==> config.mk <==
export PLATFORM = sky130hd
export DESIGN_NAME = gmii_rxchk_ctrl
export DESIGN_NICKNAME = d
export VERILOG_FILES = /design/src/rtl/gmii_rxchk_pkg.sv /design/src/rtl/gmii_rxchk_ctrl.sv
export SDC_FILE = /design/constraint.sdc
export NUM_CORES = 1
export LEC_CHECK = 0
export BUFFER_PORTS_ARGS = -buffer_cell sky130_fd_sc_hd__buf_2
export CAP_MARGIN = 20
export CORE_MARGIN = 5
export CORE_UTILIZATION = 50
export CTS_BUF_LIST = sky130_fd_sc_hd__clkbuf_4
export DETAILED_ROUTE_END_ITERATION = 8
export PLACE_DENSITY = 0.75
export SLEW_MARGIN = 20
export SYNTH_ARGS = -nofsm -noshare
export SYNTH_HDL_FRONTEND = slang
export SYNTH_SLANG_ARGS = --single-unit
==> constraint.sdc <==
create_clock -name clk -period 1.9 [get_ports clk]
set_input_delay 0.38 -clock clk [delete_from_list [all_inputs] [get_ports clk]]
set_output_delay 0.38 -clock clk [all_outputs]
set_load 0.01 [all_outputs]
==> src/rtl/gmii_rxchk_pkg.sv <==
package gmii_rxchk_pkg;

  // Width of the frame length field carried on the end marker.
  localparam int LEN_W = 16;

  // Reflected generator (bit-reverse of 0x04C11DB7) for LSB-first processing.
  localparam logic [31:0] CRC_POLY_REFL = 32'hEDB88320;
  // Good-frame residue in reflected register order (0xC704DD7B bit-reversed).
  localparam logic [31:0] CRC_RESIDUE_REFL = 32'hDEBB20E3;

  typedef enum logic [2:0] {
    ST_GOOD     = 3'd0,
    ST_CRC      = 3'd1,
    ST_RUNT     = 3'd2,
    ST_OVERSIZE = 3'd3,
    ST_PHY      = 3'd4
  } rxStatus_e;

  // Strobes from control to datapath.
  typedef struct packed {
    logic             startFrame;
    logic             takeByte;
    logic             endFrame;
    rxStatus_e        status;
    logic [LEN_W-1:0] frameLen;
  } rxStrobes_t;

  function automatic logic [31:0] crcByte(input logic [31:0] cur, input logic [7:0] din);
    logic [31:0] r;
    r = cur;
    for (int i = 0; i < 8; i++) begin
      if (r[0] ^ din[i]) r = (r >> 1) ^ CRC_POLY_REFL;
      else               r = r >> 1;
    end
    return r;
  endfunction

endpackage

==> src/rtl/gmii_rxchk_ctrl.sv <==
module gmii_rxchk_ctrl
  import gmii_rxchk_pkg::*;
#(
  parameter int PRE_LEN    = 7,
  parameter int MIN_GAP    = 12,
  parameter int MIN_FRAME  = 64,
  parameter int MAX_FRAME  = 1518,
  parameter int VLAN_EXTRA = 4,
  parameter int ADDR_BYTES = 6
) (
  input  logic       clk,
  input  logic       rstN,
  input  logic [7:0] rxData,
  input  logic       rxValid,
  input  logic       rxErr,
  input  logic       ipgCheckEn,
  input  logic       crcOk,
  output rxStrobes_t strobes
);

  localparam int PRE_W = $clog2(PRE_LEN + 1);
  localparam int GAP_W = $clog2(MIN_GAP + 1);
  localparam logic [PRE_W-1:0] PRE_MAX  = PRE_W'(PRE_LEN);
  localparam logic [GAP_W-1:0] GAP_MAX  = GAP_W'(MIN_GAP);
  localparam logic [LEN_W-1:0] TPID_POS = LEN_W'(2 * ADDR_BYTES);
  localparam logic [LEN_W-1:0] LEN_MIN  = LEN_W'(MIN_FRAME);
  localparam logic [LEN_W-1:0] LEN_MAX  = LEN_W'(MAX_FRAME);
  localparam logic [LEN_W-1:0] LEN_VMAX = LEN_W'(MAX_FRAME + VLAN_EXTRA);
  localparam logic [LEN_W-1:0] LEN_SAT  = '1;

  typedef enum logic {HUNT, FRAME} rxState_e;

  rxState_e         state;
  logic [PRE_W-1:0] preCnt;
  logic [GAP_W-1:0] gapCnt;
  logic [LEN_W-1:0] byteCnt;
  logic             errSeen;
  logic             tpidHi;
  logic             vlanSeen;

  logic             gapOk;
  logic             sfdHit;
  logic [LEN_W-1:0] lenLimit;
  rxStatus_e        endStatus;

  assign gapOk  = !ipgCheckEn || (gapCnt == GAP_MAX);
  assign sfdHit = rxValid && (rxData == 8'hD5) && (preCnt == PRE_MAX) && gapOk;

  assign lenLimit = vlanSeen ? LEN_VMAX : LEN_MAX;

  always_comb begin
    if (errSeen)                endStatus = ST_PHY;
    else if (byteCnt < LEN_MIN) endStatus = ST_RUNT;
    else if (byteCnt > lenLimit) endStatus = ST_OVERSIZE;
    else if (!crcOk)            endStatus = ST_CRC;
    else                        endStatus = ST_GOOD;
  end

  always_comb begin
    strobes.startFrame = (state == HUNT) && sfdHit;
    strobes.takeByte   = (state == FRAME) && rxValid;
    strobes.endFrame   = (state == FRAME) && !rxValid;
    strobes.status     = endStatus;
    strobes.frameLen   = byteCnt;
  end

  always_ff @(posedge clk) begin
    if (!rstN) begin
      state    <= HUNT;
      preCnt   <= '0;
      gapCnt   <= GAP_MAX;
      byteCnt  <= '0;
      errSeen  <= 1'b0;
      tpidHi   <= 1'b0;
      vlanSeen <= 1'b0;
    end else begin
      unique case (state)
        HUNT: begin
          if (!rxValid) begin
            preCnt <= '0;
            if (gapCnt != GAP_MAX) gapCnt <= gapCnt + 1'b1;
          end else if (sfdHit) begin
            state    <= FRAME;
            preCnt   <= '0;
            byteCnt  <= '0;
            errSeen  <= 1'b0;
            tpidHi   <= 1'b0;
            vlanSeen <= 1'b0;
          end else if (rxData == 8'h55) begin
            if (preCnt != PRE_MAX) preCnt <= preCnt + 1'b1;
          end else begin
            preCnt <= '0;
          end
        end
        FRAME: begin
          if (rxValid) begin
            if (byteCnt != LEN_SAT) byteCnt <= byteCnt + 1'b1;
            errSeen <= errSeen | rxErr;
            if (byteCnt == TPID_POS) tpidHi <= (rxData == 8'h81);
            if (byteCnt == TPID_POS + 1'b1) vlanSeen <= tpidHi && (rxData == 8'h00);
          end else begin
            state  <= HUNT;
            preCnt <= '0;
            gapCnt <= GAP_W'(1);
          end
        end
        default: state <= HUNT;
      endcase
    end
  end

endmodule

==> results of run 1 <==
## worst paths after layout
path,slack [ns],depth (start not counted),endpoint,from
max,-0.52,4,strobes[17],byteCnt[6]
min,0.27,3,errSeen,rxErr
max reg2reg,-0.26,6,vlanSeen,byteCnt[6]
min reg2reg,0.49,2,vlanSeen,tpidHi
## cells by family after synthesis
logic type | after synthesis | synth area share [%]
AO/OA/AOI/OAI | 54 | 21.7
XOR/XNOR | 4 | 2.14
adder cells (fa/ha/maj) | 11 | 8.42
buffers and inverters | 19 | 5.21
flip-flops | 27 | 33.1
multiplexers | 4 | 2.53
AND/OR/NAND/NOR | 83 | 26.9
## sequential cells by signal, indices dropped and copies added, names as in the netlist
register,cells
gapCnt,4
state,1
preCnt,3
vlanSeen,1
tpidHi,1
byteCnt,16
errSeen,1
## worst min-delay path, stage by stage
cell and delay (ns):
buf_2 0.07, a21oi_1 0.05, nor2_1 0.07
## cell usage after synthesis (3+ instances only)
| master | number | area, µm² |
|---|---|---|
| a21oi_1 | 19 | 95.1 |
| nor2_1 | 27 | 101 |
| o21ai_0 | 7 | 35.0 |
| a41oi_1 | 3 | 26.3 |
| inv_1 | 10 | 37.5 |
| nand4_1 | 8 | 50.1 |
| nor3_1 | 3 | 15.0 |
| or4_1 | 3 | 22.5 |
| nand3_1 | 8 | 40.0 |
| ha_1 | 11 | 138 |
| dfxtp_1 | 27 | 541 |
| clkbuf_1 | 4 | 15.0 |
| nand2_1 | 18 | 67.6 |
| a31oi_1 | 7 | 43.8 |
| mux2i_1 | 3 | 30.0 |
## power groups by stage
stage | combinational [mW] | sequential (mW) | clock [mW]
2_1_floorplan | 0.0172 | 0.577 | 0
3_3_place_gp | 0.0405 | 0.577 | 0
3_5_place_dp | 0.0414 | 0.577 | 0
4_1_cts | 0.0421 | 0.565 | 0.277
5_1_grt | 0.0484 | 0.563 | 0.301
6_report | 0.0442 | 0.563 | 0.276
## what timing repair did
action                                 4_1_cts  5_1_grt
hold buffers                                 0        0
pin swaps                                    9       14
buffers inserted                             7        5
setup endpoints to repair                    8       12
endpoints found under the hold margin        0        0
gates resized for setup                     21       30
## routing by layer
metal | part of all wire, % | wire length [µm] | vias up
met5 | 0 | 0 | -
met4 | 2.3 | 125 | 0
met3 | 6.6 | 360 | 17
met2 | 51 | 2770 | 95
met1 | 41 | 2230 | 938
li1 | - | - | 915
## per-stage QoR
step                      utilization, %  setup WS (ns)  hold WS (ns)  instances  setup TNS (ns)
after floorplan                        -        -0.0524         0.438        202          -0.145
after global placement              70.5         -0.169         0.450        315           -1.19
after detailed placement            70.5         -0.189         0.466        315           -1.74
after CTS                           75.4         -0.532         0.260        326           -1.57
after global routing                81.0         -0.565         0.288        330           -2.11
final                               81.0         -0.524         0.265        330           -1.54
## layout make-up
class                           instances  area, µm²
Multi-Input combinational cell        156       1220
Timing Repair Buffer                   88        601
Fill cell                             227        591
Sequential cell                        27        562
Tap cell                               44       55.1
Inverter                               11       41.3
Clock buffer                            4       30.0
==> reports/metrics.yaml, run 1 <==
run_status:
  outcome: "complete, but fails checks"
  violations: "setup timing"
pwr:
  powerDensity_nw_per_um2: 352
  switching_power_uw: 206
  clockPowerShare_pct: 31.2
  power.total_uw: 883
  p_comb_share_pct: 5.0
  seq_power_share_pct: 63.8
  peakVddDrop_mv: 0.309
  intPower_uw: 677
  leakagePower_nw: 1.05
  switching_share_pct: 23.3
placed_design:
  place.gp.congestion: 0.898
  placed_area_um2: 2190
  hpwl_mm: 3.63
  portBuffers: 35
grt:
  grt_max_degree: 19
  antenna_found_initial: 0
  grt_pass1_wl_mm: 8.23
  grtUsageTotal_pct: 24.0
  gr-usage-met1_pct: 30.4
  grtUsageMet3_pct: 5.16
  grtUsageMet2_pct: 40.4
  grt_pass1_vias: 1766
  grt.busiest_layer: "met2"
  grt-ovfl-total: 0
timing:
  fin_crit_ns: 2.42
  tightest_slew_ns: 0.470
  slew_violations: 0
  relSlewSlack_pct: 68.5
  period_share_pct: 128
  finalSetupViolCount: 5
  rsz0062_at_grt: "true"
  setup_ws_ns: -0.524
  timing.fmax_mhz: 413
  worst_clock_skew_ns: 0.00449
  hold_violations: 0
detailed_routing:
  ant_nets: 0
  avgRoutedWirePerCell_um: 16.6
  vias: 1965
  drcViolationCount: 0
  wirelength_mm: 5.49
  drt_iter0_drc: 198
  vias_per_cell: 5.95
  drt-pass1-iter-count: 5
final_layout:
  fin_area_um2: 2510
  final_cell_mix: "49 x buf_4, 33 x buf_2, 26 x nor2_1"
  antennaDiodeCount: 0
  areaGrowthSynthToFinish_pct: 53.8
  final_common_cell: "buf_4"
  nets: 312
  drive_gt1_share_pct: 52.4
synth:
  ys_ff_latch: 27
  syn_nets: 227
  yosysWarnings: 0
  ys_async_sr_fraction_pct: 0
  ys_seq_area_share_pct: 33.1
  synth_area_um2: 1630
  synth_edf_count: 0
  synthCells: 202
  syn_avg_cell_area_um2: 8.09
  synth_flop_cell: "dfxtp_1"
  yosysUniqueCellTypes: 50
worst_setup_path:
  crit_top_cell: "or4_4"
  worstPathCellList: "or4_4 > or4_4 > a31oi_4 > buf_6"
  startpoint_type: "flop"
  worst-path-buf-inv: 1
  slowest_stage: "or4_4"
  cp-end-kind: "output pin"
  worstPathMaxFanout: 3
  cp.required_ns: 1.52
  timing.critical_path.arrival_ns: 2.04
  path_delay_family: "simple AND/OR/NAND/NOR gates"
  worst-setup-path-type: "reg2out"
  max_stage_delay_ns: 0.55
clock_tree:
  root_buffer: "clkbuf_4"
  numClockSinks: 27
  cts_tree: "built"
  clock_path_buffers: 2
  insertion_delay_ns: 0.34
  htreeDepth: 1
  cts_made_buffers: 3
  path_clk_slew_ns: 0.15
die:
  io_pins: 36
  start_util_pct: 52.7
  fp.dieW_um: 67.2
  core_region_area_um2: 3100
  fp-row-count: 20
  fp.dieH_um: 67.2
  dieArea_um2: 4510
min_path:
  hp-class: "in2reg"
run:
  max-cap-violations: 0
Power figures use the tool's default switching activity.
==> run 2, diff against run 1 <==
Settings changed: BUFFER_PORTS_ARGS -buffer_cell sky130_fd_sc_hd__buf_2 to default, DONT_BUFFER_PORTS from default to 1, PLACE_DENSITY 0.75 to 0.66.
==> reports/metrics.yaml, run 2 (synthesis gave the netlist of run 1 again) <==
grt:
  grt_pass1_wl_mm: 7.49  # -9.1%
  antenna_found_initial: 0  # unchanged
  grt_max_degree: 20  # +1
  grt_pass1_vias: 1592  # -9.9%
  grtUsageTotal_pct: 21.9  # -2.1 points
  grt-ovfl-total: 0  # unchanged
placed_design:
  placed_area_um2: 1970  # -9.7%
  dp_slack_ns: -0.103  # +0.0857 ns
  hpwl_mm: 3.66  # +0.90%
  portBuffers: 0  # -100%
  place.gp.congestion: 0.907  # +1.1%
detailed_routing:
  avgRoutedWirePerCell_um: 17.1  # +2.9%
  drt_iter0_drc: 157  # -21%
  ant_nets: 0  # unchanged
  vias: 1712  # -13%
  drt-pass1-iter-count: 4  # -1
  drcViolationCount: 0  # unchanged
  vias_per_cell: 5.94  # -0.17%
  wirelength_mm: 4.93  # -10%
final_layout:
  drive_gt1_share_pct: 37.3  # -15 points
  seqCellArea_um2: 562  # unchanged
  areaGrowthSynthToFinish_pct: 33.6
  final_common_cell: "buf_4"
  largest_register_ffs: 16  # unchanged
  fin_area_um2: 2180  # -13%
  fillerInstances: 262  # +15%
  final_cell_mix: "41 x buf_4, 27 x nor2_1, 18 x nand2_1"
  regMostFlops: "byteCnt"
  nets: 270  # -13%
  antennaDiodeCount: 0  # unchanged
  multi_input_area_um2: 1140  # -6.6%
  reg_top3: "byteCnt: 16 flops, gapCnt: 4 flops, preCnt: 3 flops"
die:
  fp.dieH_um: 67.2  # unchanged
  fp-row-count: 20  # unchanged
  start_util_pct: 52.7  # unchanged
  core_region_area_um2: 3100  # unchanged
  dieArea_um2: 4510  # unchanged
  io_pins: 36  # unchanged
  fp.dieW_um: 67.2  # unchanged
timing:
  fin_hold_ws_ns: 0.107  # -0.158 ns
  slew_violations: 0  # unchanged
  hold_violations: 0  # unchanged
  tightest_slew_ns: 0.463  # -0.00646 ns
  finalSetupViolCount: 4  # -1
  setup_tns_ns: -1.26  # +0.286 ns
  worst_clock_skew_ns: 0.00802  # +0.00353 ns
  fin_crit_ns: 2.30  # -0.128 ns
  relSlewSlack_pct: 69.0  # +0.43 points
  timing.fmax_mhz: 435  # +5.6%
  setup_ws_ns: -0.396  # +0.128 ns
  rsz0062_at_grt: "true"
  period_share_pct: 121  # -6.7 points
clock_tree:
  cts_made_buffers: 3  # unchanged
  cts_tree: "built"
  path_clk_slew_ns: 0.15  # about the same
  clock_path_buffers: 2  # unchanged
  htreeDepth: 1  # unchanged
  insertion_delay_ns: 0.34  # about the same
  root_buffer: "clkbuf_4"
  postCtsHoldBufs: 0  # unchanged
  numClockSinks: 27  # unchanged
run_status:
  violations: "setup timing"
  outcome: "complete, but fails checks"
pwr:
  switching_power_uw: 189  # -7.9%
  powerDensity_nw_per_um2: 392  # +12%
  seq_power_share_pct: 66.0  # +2.2 points
  leakagePower_nw: 0.854  # -19%
  intPower_uw: 666  # -1.6%
  peakVddDrop_mv: 0.215  # -31%
  switching_share_pct: 22.1  # -1.2 points
  p_comb_share_pct: 1.9  # -3.1 points
  clockPowerShare_pct: 32.1  # +0.9 points
  power.total_uw: 856  # -3.1%
worst_setup_path:
  cp.required_ns: 1.52  # about the same
  timing.critical_path.arrival_ns: 1.92  # -0.12 ns
  worstPathMaxFanout: 3  # unchanged
  cp-end-kind: "output pin"
  startpoint_type: "flop"
  worst-setup-path-type: "reg2out"
min_path:
  hp-class: "in2reg"
run:
  max-cap-violations: 0  # unchanged
## run 2: cell type report
cell class	instances	share of cell area, %
clock buffer	4	1.38
multi-input combinational	157	52.3
sequential	27	25.7
timing repair buffer	45	16.2
tap	44	2.52
inverter	11	1.89
## run 2: worst paths after layout
path / cells past startpoint / to / from / slack (ns)
setup reg to reg: 6 / vlanSeen / byteCnt[15] / -0.25
setup / recovery: 3 / strobes[17] / byteCnt[15] / -0.40
hold / removal: 1 / gapCnt[3] / rstN / 0.11
hold reg to reg: 2 / tpidHi / tpidHi / 0.49
## run 2: stage by stage
stage                     cells  util [%]
after floorplan             202         -
after global placement      275      63.6
after detailed placement    275      63.6
after CTS                   281      65.7
after global routing        288      70.4
final                       288      70.4
## run 2: critical path, stage by stage (launching register included)
cell	delay, ns
dfxtp_2	0.34
or4_4	0.54
or4_4	0.53
a31oi_4	0.18
## run 2: power by group through the flow
stage	Combinational [mW]	Sequential (mW)	Clock [mW]
after CTS	0.0163	0.565	0.279
after global routing	0.0175	0.565	0.301
after global placement	0.0160	0.577	0
final	0.0166	0.564	0.275
after detailed placement	0.0162	0.577	0
after floorplan	0.0172	0.577	0
## run 2: repair_timing
action / 4_1_cts / 5_1_grt
hold endpoints to repair: 0 / 0
cloned: 0 / 1
pin swaps: 4 / 7
endpoints found under the setup margin: 5 / 16
gates resized for setup: 10 / 22
setup buffers: 2 / 6
## run 2: layer usage
| metal | global-route usage, % | share of wire [%] | routed length, µm |
|---|---|---|---|
| met4 | 5.57 | 2.2 | 109 |
| met3 | 3.00 | 6.6 | 325 |
| met5 | 0 | 0 | 0 |
| met2 | 41.2 | 51 | 2520 |
| met1 | 25.6 | 40 | 1970 |
